==> config.mk <==
export PLATFORM = sky130hd
export DESIGN_NAME = flash_cmd_decoder
export DESIGN_NICKNAME = d
export VERILOG_FILES = /design/src/rtl/fcd_pkg.sv /design/src/rtl/fcd_unlock_match.sv /design/src/rtl/fcd_seq_fsm.sv /design/src/rtl/fcd_mode_flags.sv /design/src/rtl/fcd_pulse_reg.sv /design/src/rtl/flash_cmd_decoder.sv
export SDC_FILE = /design/constraint.sdc
export NUM_CORES = 1
export LEC_CHECK = 0
export BUFFER_PORTS_ARGS = -buffer_cell sky130_fd_sc_hd__buf_2
export CORE_MARGIN = 3
export CORE_UTILIZATION = 55
export CTS_BUF_LIST = sky130_fd_sc_hd__clkbuf_16
export CTS_CLUSTER_DIAMETER = 50
export CTS_CLUSTER_SIZE = 30
export DETAILED_ROUTE_END_ITERATION = 10
export PLACE_DENSITY = 0.87
export SLEW_MARGIN = 15
export SYNTH_ARGS = -nofsm -noshare
export SYNTH_HDL_FRONTEND = slang
export SYNTH_SLANG_ARGS = --single-unit
==> constraint.sdc <==
create_clock -name clk -period 6 [get_ports clk]
set_input_delay 1.2 -clock clk [delete_from_list [all_inputs] [get_ports clk]]
set_output_delay 1.2 -clock clk [all_outputs]
set_load 0.01 [all_outputs]
==> src/rtl/fcd_pkg.sv <==
package fcd_pkg;

  localparam int CMP_W = 12;

  localparam logic [7:0] CMD_UNL_A   = 8'hAA;
  localparam logic [7:0] CMD_UNL_B   = 8'h55;
  localparam logic [7:0] CMD_SETUP   = 8'h80;
  localparam logic [7:0] CMD_CHIP    = 8'h10;
  localparam logic [7:0] CMD_SECT    = 8'h30;
  localparam logic [7:0] CMD_PROG    = 8'hA0;
  localparam logic [7:0] CMD_ASEL    = 8'h90;
  localparam logic [7:0] CMD_BYPASS  = 8'h20;
  localparam logic [7:0] CMD_RESET   = 8'hF0;
  localparam logic [7:0] CMD_UNPROT  = 8'h60;
  localparam logic [7:0] CMD_SUSPEND = 8'hB0;
  localparam logic [7:0] CMD_RESUME  = 8'h30;
  localparam logic [7:0] CMD_BYP_END = 8'h00;
  localparam logic [7:0] CMD_UP_ON   = 8'h01;
  localparam logic [7:0] CMD_UP_OFF  = 8'h00;

  typedef enum logic [3:0] {
    EV_NONE, EV_CHIP, EV_SECT, EV_PROG, EV_ASEL,
    EV_UP_ON, EV_UP_OFF, EV_SUSP, EV_RES
  } fcd_ev_e;

  localparam int EV_COUNT = 9;

  typedef enum logic [3:0] {
    S_IDLE, S_U1, S_U2, S_SET, S_SU1, S_SU2,
    S_PROG, S_BPROG, S_BEXIT, S_TUP
  } fcd_state_e;

  localparam int FLAG_ASEL = 0;
  localparam int FLAG_BYP  = 1;
  localparam int FLAG_SUSP = 2;
  localparam int FLAG_N    = 3;

endpackage

==> src/rtl/fcd_unlock_match.sv <==
module fcd_unlock_match
  import fcd_pkg::*;
(
  input  logic [CMP_W-1:0] addr_lo,
  input  logic             word_mode,
  output logic             hit_first,
  output logic             hit_second
);
  localparam logic [CMP_W-1:0] W_FIRST  = CMP_W'(12'hAAA);
  localparam logic [CMP_W-1:0] W_SECOND = CMP_W'(12'h554);
  localparam logic [CMP_W-1:0] D_FIRST  = CMP_W'(12'h555);
  localparam logic [CMP_W-1:0] D_SECOND = CMP_W'(12'h2AA);

  logic [CMP_W-1:0] want_first;
  logic [CMP_W-1:0] want_second;

  always_comb begin
    want_first  = word_mode ? W_FIRST  : D_FIRST;
    want_second = word_mode ? W_SECOND : D_SECOND;
    hit_first   = (addr_lo == want_first);
    hit_second  = (addr_lo == want_second);
  end
endmodule

==> src/rtl/fcd_seq_fsm.sv <==
module fcd_seq_fsm
  import fcd_pkg::*;
(
  input  logic              clk,
  input  logic              rst_n,
  input  logic              wr_valid,
  input  logic [7:0]        cmd,
  input  logic              hit_first,
  input  logic              hit_second,
  input  logic              eng_busy,
  input  logic              eng_erasing,
  input  logic              bypass,
  input  logic              suspended,
  output fcd_ev_e           ev,
  output logic [FLAG_N-1:0] flag_set,
  output logic [FLAG_N-1:0] flag_clr
);
  fcd_state_e st, nxt;
  logic abort;

  always_ff @(posedge clk) begin
    if (!rst_n) st <= S_IDLE;
    else        st <= nxt;
  end

  always_comb begin
    nxt      = st;
    ev       = EV_NONE;
    flag_set = '0;
    flag_clr = '0;
    abort    = 1'b0;
    if (wr_valid) begin
      nxt = S_IDLE;
      if (eng_busy) begin
        if (cmd == CMD_SUSPEND && eng_erasing && !suspended) begin
          ev = EV_SUSP;
          flag_set[FLAG_SUSP] = 1'b1;
        end else begin
          abort = 1'b1;
        end
      end else begin
        unique case (st)
          S_IDLE: begin
            if (suspended && cmd == CMD_RESUME) begin
              ev = EV_RES;
              flag_clr[FLAG_SUSP] = 1'b1;
            end else if (hit_first && cmd == CMD_UNL_A)
              nxt = S_U1;
            else if (bypass && !suspended && cmd == CMD_PROG)
              nxt = S_BPROG;
            else if (bypass && cmd == CMD_ASEL)
              nxt = S_BEXIT;
            else
              abort = 1'b1;   // includes the F0h reset command
          end
          S_U1: begin
            if (hit_second && cmd == CMD_UNL_B) nxt = S_U2;
            else abort = 1'b1;
          end
          S_U2: begin
            if (!hit_first) abort = 1'b1;
            else begin
              unique case (cmd)
                CMD_SETUP:  if (!suspended) nxt = S_SET; else abort = 1'b1;
                CMD_PROG:   nxt = S_PROG;
                CMD_ASEL: begin
                  ev = EV_ASEL;
                  flag_set[FLAG_ASEL] = 1'b1;
                end
                CMD_BYPASS: if (!suspended) flag_set[FLAG_BYP] = 1'b1;
                            else abort = 1'b1;
                CMD_UNPROT: nxt = S_TUP;
                default:    abort = 1'b1;
              endcase
            end
          end
          S_SET: begin
            if (hit_first && cmd == CMD_UNL_A) nxt = S_SU1;
            else abort = 1'b1;
          end
          S_SU1: begin
            if (hit_second && cmd == CMD_UNL_B) nxt = S_SU2;
            else abort = 1'b1;
          end
          S_SU2: begin
            if (hit_first && cmd == CMD_CHIP) ev = EV_CHIP;
            else if (cmd == CMD_SECT)         ev = EV_SECT;
            else abort = 1'b1;
          end
          S_PROG, S_BPROG: ev = EV_PROG;
          S_BEXIT: begin
            if (cmd == CMD_BYP_END) flag_clr[FLAG_BYP] = 1'b1;
            else abort = 1'b1;
          end
          S_TUP: begin
            if (cmd == CMD_UP_ON)       ev = EV_UP_ON;
            else if (cmd == CMD_UP_OFF) ev = EV_UP_OFF;
            else abort = 1'b1;
          end
          default: abort = 1'b1;
        endcase
      end
      if (abort) flag_clr[FLAG_ASEL] = 1'b1;
    end
  end
endmodule

==> src/rtl/fcd_mode_flags.sv <==
module fcd_mode_flags
  import fcd_pkg::*;
(
  input  logic              clk,
  input  logic              rst_n,
  input  logic [FLAG_N-1:0] flag_set,
  input  logic [FLAG_N-1:0] flag_clr,
  output logic [FLAG_N-1:0] flags
);
  for (genvar i = 0; i < FLAG_N; i++) begin : g_flag
    always_ff @(posedge clk) begin
      if (!rst_n)           flags[i] <= 1'b0;
      else if (flag_set[i]) flags[i] <= 1'b1;
      else if (flag_clr[i]) flags[i] <= 1'b0;
    end
  end
endmodule

==> src/rtl/fcd_pulse_reg.sv <==
module fcd_pulse_reg
  import fcd_pkg::*;
#(
  parameter int ADDR_W = 20,
  parameter int DATA_W = 32
)(
  input  logic                clk,
  input  logic                rst_n,
  input  fcd_ev_e             ev,
  input  logic [ADDR_W-1:0]   addr,
  input  logic [DATA_W-1:0]   data,
  output logic [EV_COUNT-1:1] pulse,
  output logic [ADDR_W-1:0]   op_addr,
  output logic [DATA_W-1:0]   op_data
);
  fcd_ev_e ev_q;

  always_ff @(posedge clk) begin
    if (!rst_n) begin
      ev_q    <= EV_NONE;
      op_addr <= '0;
      op_data <= '0;
    end else begin
      ev_q <= ev;
      if (ev != EV_NONE) begin
        op_addr <= addr;
        op_data <= data;
      end
    end
  end

  for (genvar i = 1; i < EV_COUNT; i++) begin : g_pulse
    assign pulse[i] = (ev_q == fcd_ev_e'(i));
  end
endmodule

==> src/rtl/flash_cmd_decoder.sv <==
module flash_cmd_decoder
  import fcd_pkg::*;
#(
  parameter int ADDR_W = 20,
  parameter int DATA_W = 32
)(
  input  logic              clk,
  input  logic              rst_n,
  input  logic              word_mode,
  input  logic              wr_valid,
  input  logic [ADDR_W-1:0] wr_addr,
  input  logic [DATA_W-1:0] wr_data,
  input  logic              eng_busy,
  input  logic              eng_erasing,
  output logic              chip_erase_go,
  output logic              sector_erase_go,
  output logic              program_go,
  output logic              autosel_go,
  output logic              unprotect_go,
  output logic              unprotect_en,
  output logic              suspend_go,
  output logic              resume_go,
  output logic [ADDR_W-1:0] op_addr,
  output logic [DATA_W-1:0] op_data,
  output logic              autosel_mode,
  output logic              bypass_mode,
  output logic              erase_suspended
);
  logic                hit_first, hit_second;
  fcd_ev_e             ev;
  logic [FLAG_N-1:0]   flag_set, flag_clr, flags;
  logic [EV_COUNT-1:1] pulse;

  fcd_unlock_match u_match (
    .addr_lo(wr_addr[CMP_W-1:0]), .word_mode(word_mode),
    .hit_first(hit_first), .hit_second(hit_second)
  );

  fcd_seq_fsm u_fsm (
    .clk(clk), .rst_n(rst_n), .wr_valid(wr_valid), .cmd(wr_data[7:0]),
    .hit_first(hit_first), .hit_second(hit_second),
    .eng_busy(eng_busy), .eng_erasing(eng_erasing),
    .bypass(flags[FLAG_BYP]), .suspended(flags[FLAG_SUSP]),
    .ev(ev), .flag_set(flag_set), .flag_clr(flag_clr)
  );

  fcd_mode_flags u_flags (
    .clk(clk), .rst_n(rst_n), .flag_set(flag_set), .flag_clr(flag_clr),
    .flags(flags)
  );

  fcd_pulse_reg #(.ADDR_W(ADDR_W), .DATA_W(DATA_W)) u_pulse (
    .clk(clk), .rst_n(rst_n), .ev(ev), .addr(wr_addr), .data(wr_data),
    .pulse(pulse), .op_addr(op_addr), .op_data(op_data)
  );

  assign chip_erase_go   = pulse[EV_CHIP];
  assign sector_erase_go = pulse[EV_SECT];
  assign program_go      = pulse[EV_PROG];
  assign autosel_go      = pulse[EV_ASEL];
  assign unprotect_go    = pulse[EV_UP_ON] | pulse[EV_UP_OFF];
  assign unprotect_en    = pulse[EV_UP_ON];
  assign suspend_go      = pulse[EV_SUSP];
  assign resume_go       = pulse[EV_RES];
  assign autosel_mode    = flags[FLAG_ASEL];
  assign bypass_mode     = flags[FLAG_BYP];
  assign erase_suspended = flags[FLAG_SUSP];
endmodule

==> results of run 1 <==
-- state kept, by name (all words and copies together) (netlist names) --
| signal | cells |
|---|---|
| u_pulse.op_addr | 20 |
| u_flags.flags | 3 |
| u_pulse.ev_q | 4 |
| u_fsm.st | 4 |
| u_pulse.op_data | 32 |
-- layout make-up --
cell class                      instances  area (um2)
Multi-Input combinational cell        354        2610
Fill cell                             598        2340
Sequential cell                        63        1260
Timing Repair Buffer                  124         631
Clock buffer                            9         225
Tap cell                               99         124
Clock inverter                          7        72.6
Inverter                                7        26.3
-- worst max-delay path, delay by kind of cell --
family	cells	cell delay, ns
AND/OR/NAND/NOR	5	2.28
buffers and inverters	1	0.13
AO/OA/AOI/OAI	2	0.69
-- metrics by stage --
step                cells  hold WS [ns]  worst slack, ns
floorplan             472         0.506             2.90
global placement      647         0.480             1.69
detailed placement    647         0.482             1.58
CTS                   663         0.488             1.90
global route          663         0.523             1.76
finish                663         0.486             1.87
-- worst max path at each step --
stage                     cells after the start  slack (ns)                                to
after floorplan                               9        2.90  u_pulse.op_data[11]$_SDFFE_PN0P_
after global placement                        8        1.69   u_pulse.op_addr[8]$_SDFFE_PN0P_
after detailed placement                      8        1.58  u_pulse.op_data[29]$_SDFFE_PN0P_
after CTS                                     8        1.90  u_pulse.op_data[29]$_SDFFE_PN0P_
after global routing                          8        1.76  u_pulse.op_data[10]$_SDFFE_PN0P_
final                                         8        1.87  u_pulse.op_addr[16]$_SDFFE_PN0P_
-- cell usage in the layout (no fill, tap or decap), types with 3 or more instances in the layout --
cell type	count
inv_1	7
a22oi_1	43
nor4_1	5
nand4_1	4
nor4b_1	3
buf_2	120
nor2b_1	5
o21ai_0	8
nand2b_1	5
nand3_2	42
o211ai_2	38
nor3_1	12
dfxtp_1	63
a21oi_1	10
o211ai_1	7
nand3b_1	4
o21a_1	3
clkbuf_16	9
nand2_1	16
nand3_1	87
buf_4	4
a31oi_1	4
nor2_1	15
-- kinds of logic (layout without fill, tap and decap cells) --
| family | count (synthesis) | after routing | share of synthesized area [%] |
|---|---|---|---|
| buffers and inverters | 55 | 147 | 7.04 |
| AOI/OAI and AO/OA | 133 | 133 | 28.3 |
| DFF | 63 | 63 | 30.5 |
| xor gates and xnor gates | 1 | 1 | 0.212 |
| muxes | 1 | 1 | 0.272 |
| and+or+nand+nor | 219 | 219 | 33.8 |
-- report_power, final --
group	total, W	internal, W	switching (W)	leakage, nW
Combinational	0.000160	0.0000597	0.000100	1.30
Clock	0.000512	0.000322	0.000190	0.147
Sequential	0.000457	0.000439	0.0000185	0.514
Total	0.00113	0.000820	0.000309	1.96
-- routing by layer --
layer | vias to the layer above | GRT usage, % | routed length, um
li1 | 2000 | - | -
met1 | 2037 | 35.7 | 4940
met2 | 190 | 43.6 | 5780
met3 | 18 | 3.90 | 851
met4 | 0 | 9.04 | 189
met5 | - | 0 | 0
==> out/qor.yml, run 1 <==
status: "finished clean"
die_w_um: 92.8
core_area_um2: 7290
startpoint_type: "primary input"
drc: 0
path_clk_slew_ns: 0.06
wl_um: 11800
first_iter_violations: 385
yosysWarnings: 0
postCtsHoldBufs: 0
cp.arrival_ns: 4.38
clockBufferDepth: 2
critPathLaunch: "wr_data[0]"
dpl_cell_area_um2: 4650
ant_nets: 0
synthCells: 472
cts_buffers: 9
num_antenna_cells: 0
worstSetupPathType: "in -> reg"
synth-async-reset-ratio_pct: 0
hpwl_um: 7900
final_util_pct: 67.8
cts_sinks: 63
rows: 31
yosysSeqAreaShare_pct: 30.5
slew_headroom_pct: 25.1
cts_tree: "yes"
antenna_found_initial: 0
dieArea_um2: 8600
hold_start: "u_pulse.op_data[1]$_SDFFE_PN0P_"
cts_resized: 0
dr_total_vias: 4245
fmax_mhz: 242
post-synth-top-count-cell: "nand3_1"
ios: 121
crit_fanout: 54
tightest_slew_ns: 1.11
syn_nets: 530
setup_violations: 0
rsz0062_at_grt: "no"
power.density_nw_per_um2: 228
r2r_setup_slack_ns: 2.95
synth_edf_count: 0
via_per_inst: 6.40
cts_setup_buffers: 0
synth_seq_cells: 63
hold_viol_final: 0
ctsRootBufferMaster: "clkbuf_16"
ys_types: 58
synth.largest_area_cell: "dfxtp_1"
holdPathEnd: "u_pulse.op_data[1]$_SDFFE_PN0P_"
drv_cap: 0
wl_per_cell_um: 17.7
synth_commonest_cells: "nand3_1 (88), dfxtp_1 (63), a22oi_1 (43)"
grt-ovfl-total: 0
reg2reg_depth: 7
finalMaxSlewViolations: 0
grt_start_max_net_pins: 55
peakVddDrop_mv: 0.153
p_total_w: 0.00113
gp_congestion: 0.950
holdPathStages: 2
port_buffers: 120
synthToLayoutAreaGrowth_pct: 19.5
synth.cell_area_um2: 4140
start_util_pct: 56.8
crit_chain: "buf_2, or4_4, nor4b_4, nand3_2, a21bo_2, nor2_4, nand3_1, o211ai_2"
r2r-start: "u_fsm.st[0]$_SDFFE_PN0P_"
track_usage_pct: 26.6
crit_slowest_cell: "nor2_4"
grt_pass1_wl_um: 18900
grt_pass1_vias: 3935
synth_flop_cell: "dfxtp_1"
leakagePower_nw: 1.96
die_h_um: 92.8
syn_avg_cell_area_um2: 8.77
final_area_um2: 4950
hold_class: "reg -> reg"
rr_endpoint: "u_pulse.op_data[29]$_SDFFE_PN0P_"
nets: 617
tns_ns: 0
htreeDepth: 3
synth_top_area_share_pct: 30.5
period_needed_ns: 4.13
yosys-top-cells-area: "dfxtp_1 (30%), o211ai_2 (11%), nand3_1 (11%), nand3_2 (9.9%), a22oi_1 (7.8%)"
layout-drive-gt1-share_pct: 41.7
slowest_delay_ns: 1.00
firstDrtPassIters: 6
min_period_over_period_pct: 68.8
finClkSkew_ns: 0.00538
cp.required_ns: 6.25
insertion_delay_ns: 0.32
end_kind: "flop"
(Power assumes the default switching activity.)
==> run 2: changes to the inputs <==
--- a/config.mk
+++ b/config.mk
@@ -7,12 +7,12 @@
 export LEC_CHECK = 0
 export BUFFER_PORTS_ARGS = -buffer_cell sky130_fd_sc_hd__buf_2
 export CORE_MARGIN = 3
-export CORE_UTILIZATION = 55
+export CORE_UTILIZATION = 53
 export CTS_BUF_LIST = sky130_fd_sc_hd__clkbuf_16
 export CTS_CLUSTER_DIAMETER = 50
 export CTS_CLUSTER_SIZE = 30
 export DETAILED_ROUTE_END_ITERATION = 10
-export PLACE_DENSITY = 0.87
+export PLACE_DENSITY = 0.84
 export SLEW_MARGIN = 15
 export SYNTH_ARGS = -nofsm -noshare
 export SYNTH_HDL_FRONTEND = slang
==> constraint.sdc (replaced) <==
create_clock -name clk -period 4.1 [get_ports clk]
set_input_delay 0.82 -clock clk [delete_from_list [all_inputs] [get_ports clk]]
set_output_delay 0.82 -clock clk [all_outputs]
set_load 0.01 [all_outputs]
==> out/qor.yml, run 2 (synthesized netlist as in run 1, its figures left out) <==
ant_nets: 0
setup_slack_ns: 0.942
cts_buffers: 9
dp.cells: 651
synthToLayoutAreaGrowth_pct: 20.9
grt-ovfl-total: 0
start_util_pct: 55.9
core_area_um2: 7410
clockBufferDepth: 2
hold_viol_final: 0
setup_violations: 0
hold_class: "reg -> reg"
final_util_pct: 67.6
leakagePower_nw: 1.98
die_h_um: 94.4
hpwl_um: 8440
cp.arrival_ns: 3.41
top_register: "u_pulse.op_data"
grt_pass1_vias: 3983
nets: 621
final_common_cell: "buf_2"
htreeDepth: 3
p_total_w: 0.00167
tns_ns: 0
ctsRootBufferMaster: "clkbuf_16"
track_usage_pct: 27.4
rsz0062_at_grt: "no"
layout-drive-gt1-share_pct: 41.7
period_needed_ns: 3.16
grt_pass1_wl_um: 19600
port_buffers: 120
antenna_found_initial: 0
min_period_over_period_pct: 77.0
wl_per_cell_um: 18.9
largest_registers: "u_pulse.op_data x32, u_pulse.op_addr x20"
end_kind: "flop"
num_antenna_cells: 0
cts_setup_buffers: 0
gp_congestion: 0.942
path_clk_slew_ns: 0.06
slew_headroom_pct: 25.1
wl_um: 12600
crit_slowest_cell: "or4_4"
finalMaxSlewViolations: 0
dp_slack_ns: 0.697
dieArea_um2: 8910
fmax_mhz: 317
status: "finished clean"
cp.required_ns: 4.35
die_w_um: 94.4
drc: 0
layout_common_cells: "buf_2 (120), nand3_1 (87), dfxtp_1 (63)"
drv_cap: 0
first_iter_violations: 443
cts_sinks: 63
largest_reg_flops: 32
peakVddDrop_mv: 0.231
via_per_inst: 6.57
cts_resized: 0
grt_start_max_net_pins: 51
slowest_delay_ns: 0.58
dr_total_vias: 4385
postCtsHoldBufs: 0
startpoint_type: "primary input"
finClkSkew_ns: 0.00806
ios: 121
power.density_nw_per_um2: 333
crit_fanout: 48
firstDrtPassIters: 5
rows: 31
worstSetupPathType: "in -> reg"
crit_chain: "buf_2, or4_4, nor4b_4, nand3_2, a21bo_2, nor2_4, buf_4, nand3_1, o211ai_2"
final_cells: 667
tightest_slew_ns: 1.10
cts_tree: "yes"
insertion_delay_ns: 0.33
[run 2: power breakdown]
group          internal, W  switching (W)  total (W)
combinational    0.0000924       0.000151   0.000243
sequential        0.000642      0.0000273   0.000670
clock             0.000465       0.000288   0.000753
[run 2: metal layers]
layer / vias up / track usage, % / wire, um / part of all wire [%]
li1: 2013 / - / - / -
met1: 2087 / 36.4 / 5240 / 42
met2: 243 / 43.9 / 5940 / 47
met3: 42 / 5.10 / 1070 / 8.5
met4: 0 / 11.3 / 362 / 2.9
met5: - / 0 / 0 / 0
[run 2: area by class of cell]
type | instances | area (um2)
Clock buffer | 9 | 225
Clock inverter | 7 | 65.1
Fill cell | 614 | 2400
Inverter | 7 | 26.3
Multi-Input combinational cell | 354 | 2610
Sequential cell | 63 | 1260
Tap cell | 99 | 124
Timing Repair Buffer | 128 | 698
[run 2: critical path, delay by kind of cell]
kind	cells	cell delay [ns]
AND/OR/NAND/NOR	5	1.44
AO/OA/AOI/OAI	2	0.53
buffers and inverters	2	0.60
[run 2: stage by stage]
stage / hold slack (ns) / cell area, um2
finish: 0.496 / 5010
global placement: 0.471 / 4720
floorplan: 0.506 / 4140
detailed placement: 0.485 / 4720
CTS: 0.493 / 5010
global route: 0.523 / 5010
[run 2: path summary, 6_finish.rpt]
path / startpoint / to / slack [ns] / cells past startpoint
setup / recovery: wr_data[0] / u_pulse.op_data[27]$_SDFFE_PN0P_ / 0.94 / 9
hold / removal: u_pulse.op_data[2]$_SDFFE_PN0P_ / u_pulse.op_data[2]$_SDFFE_PN0P_ / 0.50 / 2
setup reg to reg: u_fsm.st[0]$_SDFFE_PN0P_ / u_pulse.op_addr[6]$_SDFFE_PN0P_ / 1.42 / 8
hold reg to reg: u_pulse.op_data[2]$_SDFFE_PN0P_ / u_pulse.op_data[2]$_SDFFE_PN0P_ / 0.50 / 2
==> run 3: changes to the inputs <==
--- a/config.mk
+++ b/config.mk
@@ -5,14 +5,15 @@
 export SDC_FILE = /design/constraint.sdc
 export NUM_CORES = 1
 export LEC_CHECK = 0
+export ABC_AREA = 1
 export BUFFER_PORTS_ARGS = -buffer_cell sky130_fd_sc_hd__buf_2
 export CORE_MARGIN = 3
-export CORE_UTILIZATION = 53
+export CORE_UTILIZATION = 46
 export CTS_BUF_LIST = sky130_fd_sc_hd__clkbuf_16
 export CTS_CLUSTER_DIAMETER = 50
 export CTS_CLUSTER_SIZE = 30
 export DETAILED_ROUTE_END_ITERATION = 10
-export PLACE_DENSITY = 0.84
+export PLACE_DENSITY = 0.8
 export SLEW_MARGIN = 15
 export SYNTH_ARGS = -nofsm -noshare
 export SYNTH_HDL_FRONTEND = slang
==> constraint.sdc (replaced) <==
create_clock -name clk -period 2.9 [get_ports clk]
set_input_delay 0.58 -clock clk [delete_from_list [all_inputs] [get_ports clk]]
set_output_delay 0.58 -clock clk [all_outputs]
set_load 0.01 [all_outputs]
==> out/qor.yml, run 3 <==
ctsRootBufferMaster: "clkbuf_16"
port_buffers: 120
end_kind: "flop"
postCtsHoldBufs: 0
ys_types: 24
r2r-start: "u_fsm.st[1]$_SDFFE_PN0P_"
via_per_inst: 4.67
clockBufferDepth: 2
synth.cell_area_um2: 3500
num_antenna_cells: 0
startpoint_type: "primary input"
worstSetupPathType: "in -> reg"
ios: 121
path_clk_slew_ns: 0.06
grt_pass1_vias: 3770
setup_violations: 0
slowest_delay_ns: 0.64
dr_total_vias: 3886
die_w_um: 93.2
post-synth-top-count-cell: "nand2_1"
largest_registers: "u_pulse.op_data x32, u_pulse.op_addr x20"
leakagePower_nw: 2.58
wl_met1_um: 4030
firstDrtPassIters: 4
cp.required_ns: 3.12
cts_resized: 0
peakVddDrop_mv: 0.398
synth-async-reset-ratio_pct: 0
grt_pass1_wl_um: 15700
slew_headroom_pct: 44.8
top_register: "u_pulse.op_data"
cp.arrival_ns: 2.83
wl_met3_um: 776
drv_cap: 0
fmax_mhz: 384
tns_ns: 0
hold_viol_final: 0
finClkSkew_ns: 0.00894
nets: 787
synth_edf_count: 0
power.density_nw_per_um2: 570
synth_flop_cell: "dfxtp_1"
crit_fanout: 66
core_area_um2: 7330
dpl_cell_area_um2: 4210
fill_cells: 671
gp_congestion: 0.921
final_common_cell: "nand2_1"
setup_slack_ns: 0.298
wl_per_cell_um: 11.5
tightest_slew_ns: 0.826
synthToLayoutAreaGrowth_pct: 29.8
synth_seq_cells: 63
cts_tree: "yes"
dp_slack_ns: 0.0140
htreeDepth: 3
fin_hold_ws_ns: 0.467
hold_class: "reg -> reg"
cts_buffers: 9
yosys-top-cells-area: "dfxtp_1 (36%), nand2_1 (20%), nor2_1 (17%), inv_1 (10%), nand3_1 (4.0%)"
grt_start_max_net_pins: 67
syn_avg_cell_area_um2: 5.77
rsz0062_at_grt: "no"
die_h_um: 93.2
critPathLaunch: "word_mode"
dieArea_um2: 8680
layout_common_cells: "nand2_1 (182), nor2_1 (156), buf_2 (120)"
period_needed_ns: 2.60
layout-drive-gt1-share_pct: 22.1
min_period_over_period_pct: 89.7
crit_slowest_cell: "nor2_4"
cts_sinks: 63
hold_start: "u_flags.flags[0]$_SDFFE_PN0P_"
finalMaxSlewViolations: 0
critPathMostFrequentCell: "nand2_1"
track_usage_pct: 22.1
wl_um: 9580
drc: 0
yosysWarnings: 0
first_iter_violations: 185
synth.largest_area_cell: "dfxtp_1"
synth_commonest_cells: "nand2_1 (182), nor2_1 (156), inv_1 (93)"
crit_chain: "buf_2, inv_2, nor2_1, nand3_1, nand2_1, nand2_1, nor2_1, nand2_1, nand3_1, nand2_1, inv_2, nor2_4, buf_12, nand2_1, nand2_1, nor2_1"
synth_top_area_share_pct: 36.1
final_area_um2: 4540
syn_nets: 664
wl_met2_um: 4700
synthCells: 606
start_util_pct: 47.7
grt-ovfl-total: 0
ant_nets: 0
cts_setup_buffers: 0
rows: 31
insertion_delay_ns: 0.33
antenna_found_initial: 0
status: "finished clean"
largest_reg_flops: 32
highest_layer: "met4"
hpwl_um: 7230
yosysSeqAreaShare_pct: 36.1
==> run 3: through the flow <==
stage,util (%),power (W),std cells
2_1_floorplan,-,0.00124,606
3_3_place_gp,57.4,0.00139,817
3_5_place_dp,57.4,0.00141,817
4_1_cts,61.9,0.00261,833
5_1_grt,61.9,0.00271,833
6_report,61.9,0.00259,833
==> run 3: metal layers <==
| layer | vias to the layer above | global-route usage, % |
|---|---|---|
| met5 | - | 0 |
| met4 | 0 | 7.08 |
| met3 | 6 | 7.24 |
| met2 | 118 | 40.3 |
| met1 | 1706 | 24.0 |
| li1 | 2056 | - |
==> run 3: critical path, delay by kind of cell <==
family                 cells  cell delay [ns]
buffers and inverters      4             0.70
AND/OR/NAND/NOR           12             1.50
==> run 3: logic make-up (layout without fill, tap and decap cells) <==
logic type      count (synthesis)  after routing  synth area share (%)
compound gates                 32             32                  5.01
flops                          63             63                  36.1
simple gates                  394            394                  45.2
buf+inv                       117            245                  13.7
==> run 3: area by class of cell <==
cell class	instances	area, um2	area share, %
Inverter	98	368	8.11
Clock inverter	7	104	2.29
Tap cell	99	124	2.73
Multi-Input combinational cell	426	1760	38.8
Sequential cell	63	1260	27.8
Clock buffer	9	225	4.96
Timing Repair Buffer	131	696	15.3
==> run 3: path summary, 6_finish.rpt <==
check	slack (ns)	cells after the start	to
setup / recovery	0.30	16	u_pulse.op_data[12]$_SDFFE_PN0P_
hold reg to reg	0.47	2	u_flags.flags[0]$_SDFFE_PN0P_
hold / removal	0.47	2	u_flags.flags[0]$_SDFFE_PN0P_
setup reg to reg	0.37	12	u_pulse.op_data[12]$_SDFFE_PN0P_
==> run 3: where the power goes <==
part / switching, W / total [W] / internal [W]
Clock: 0.000431 / 0.00119 / 0.000763
Combinational: 0.000262 / 0.000426 / 0.000163
Sequential: 0.0000327 / 0.000967 / 0.000935
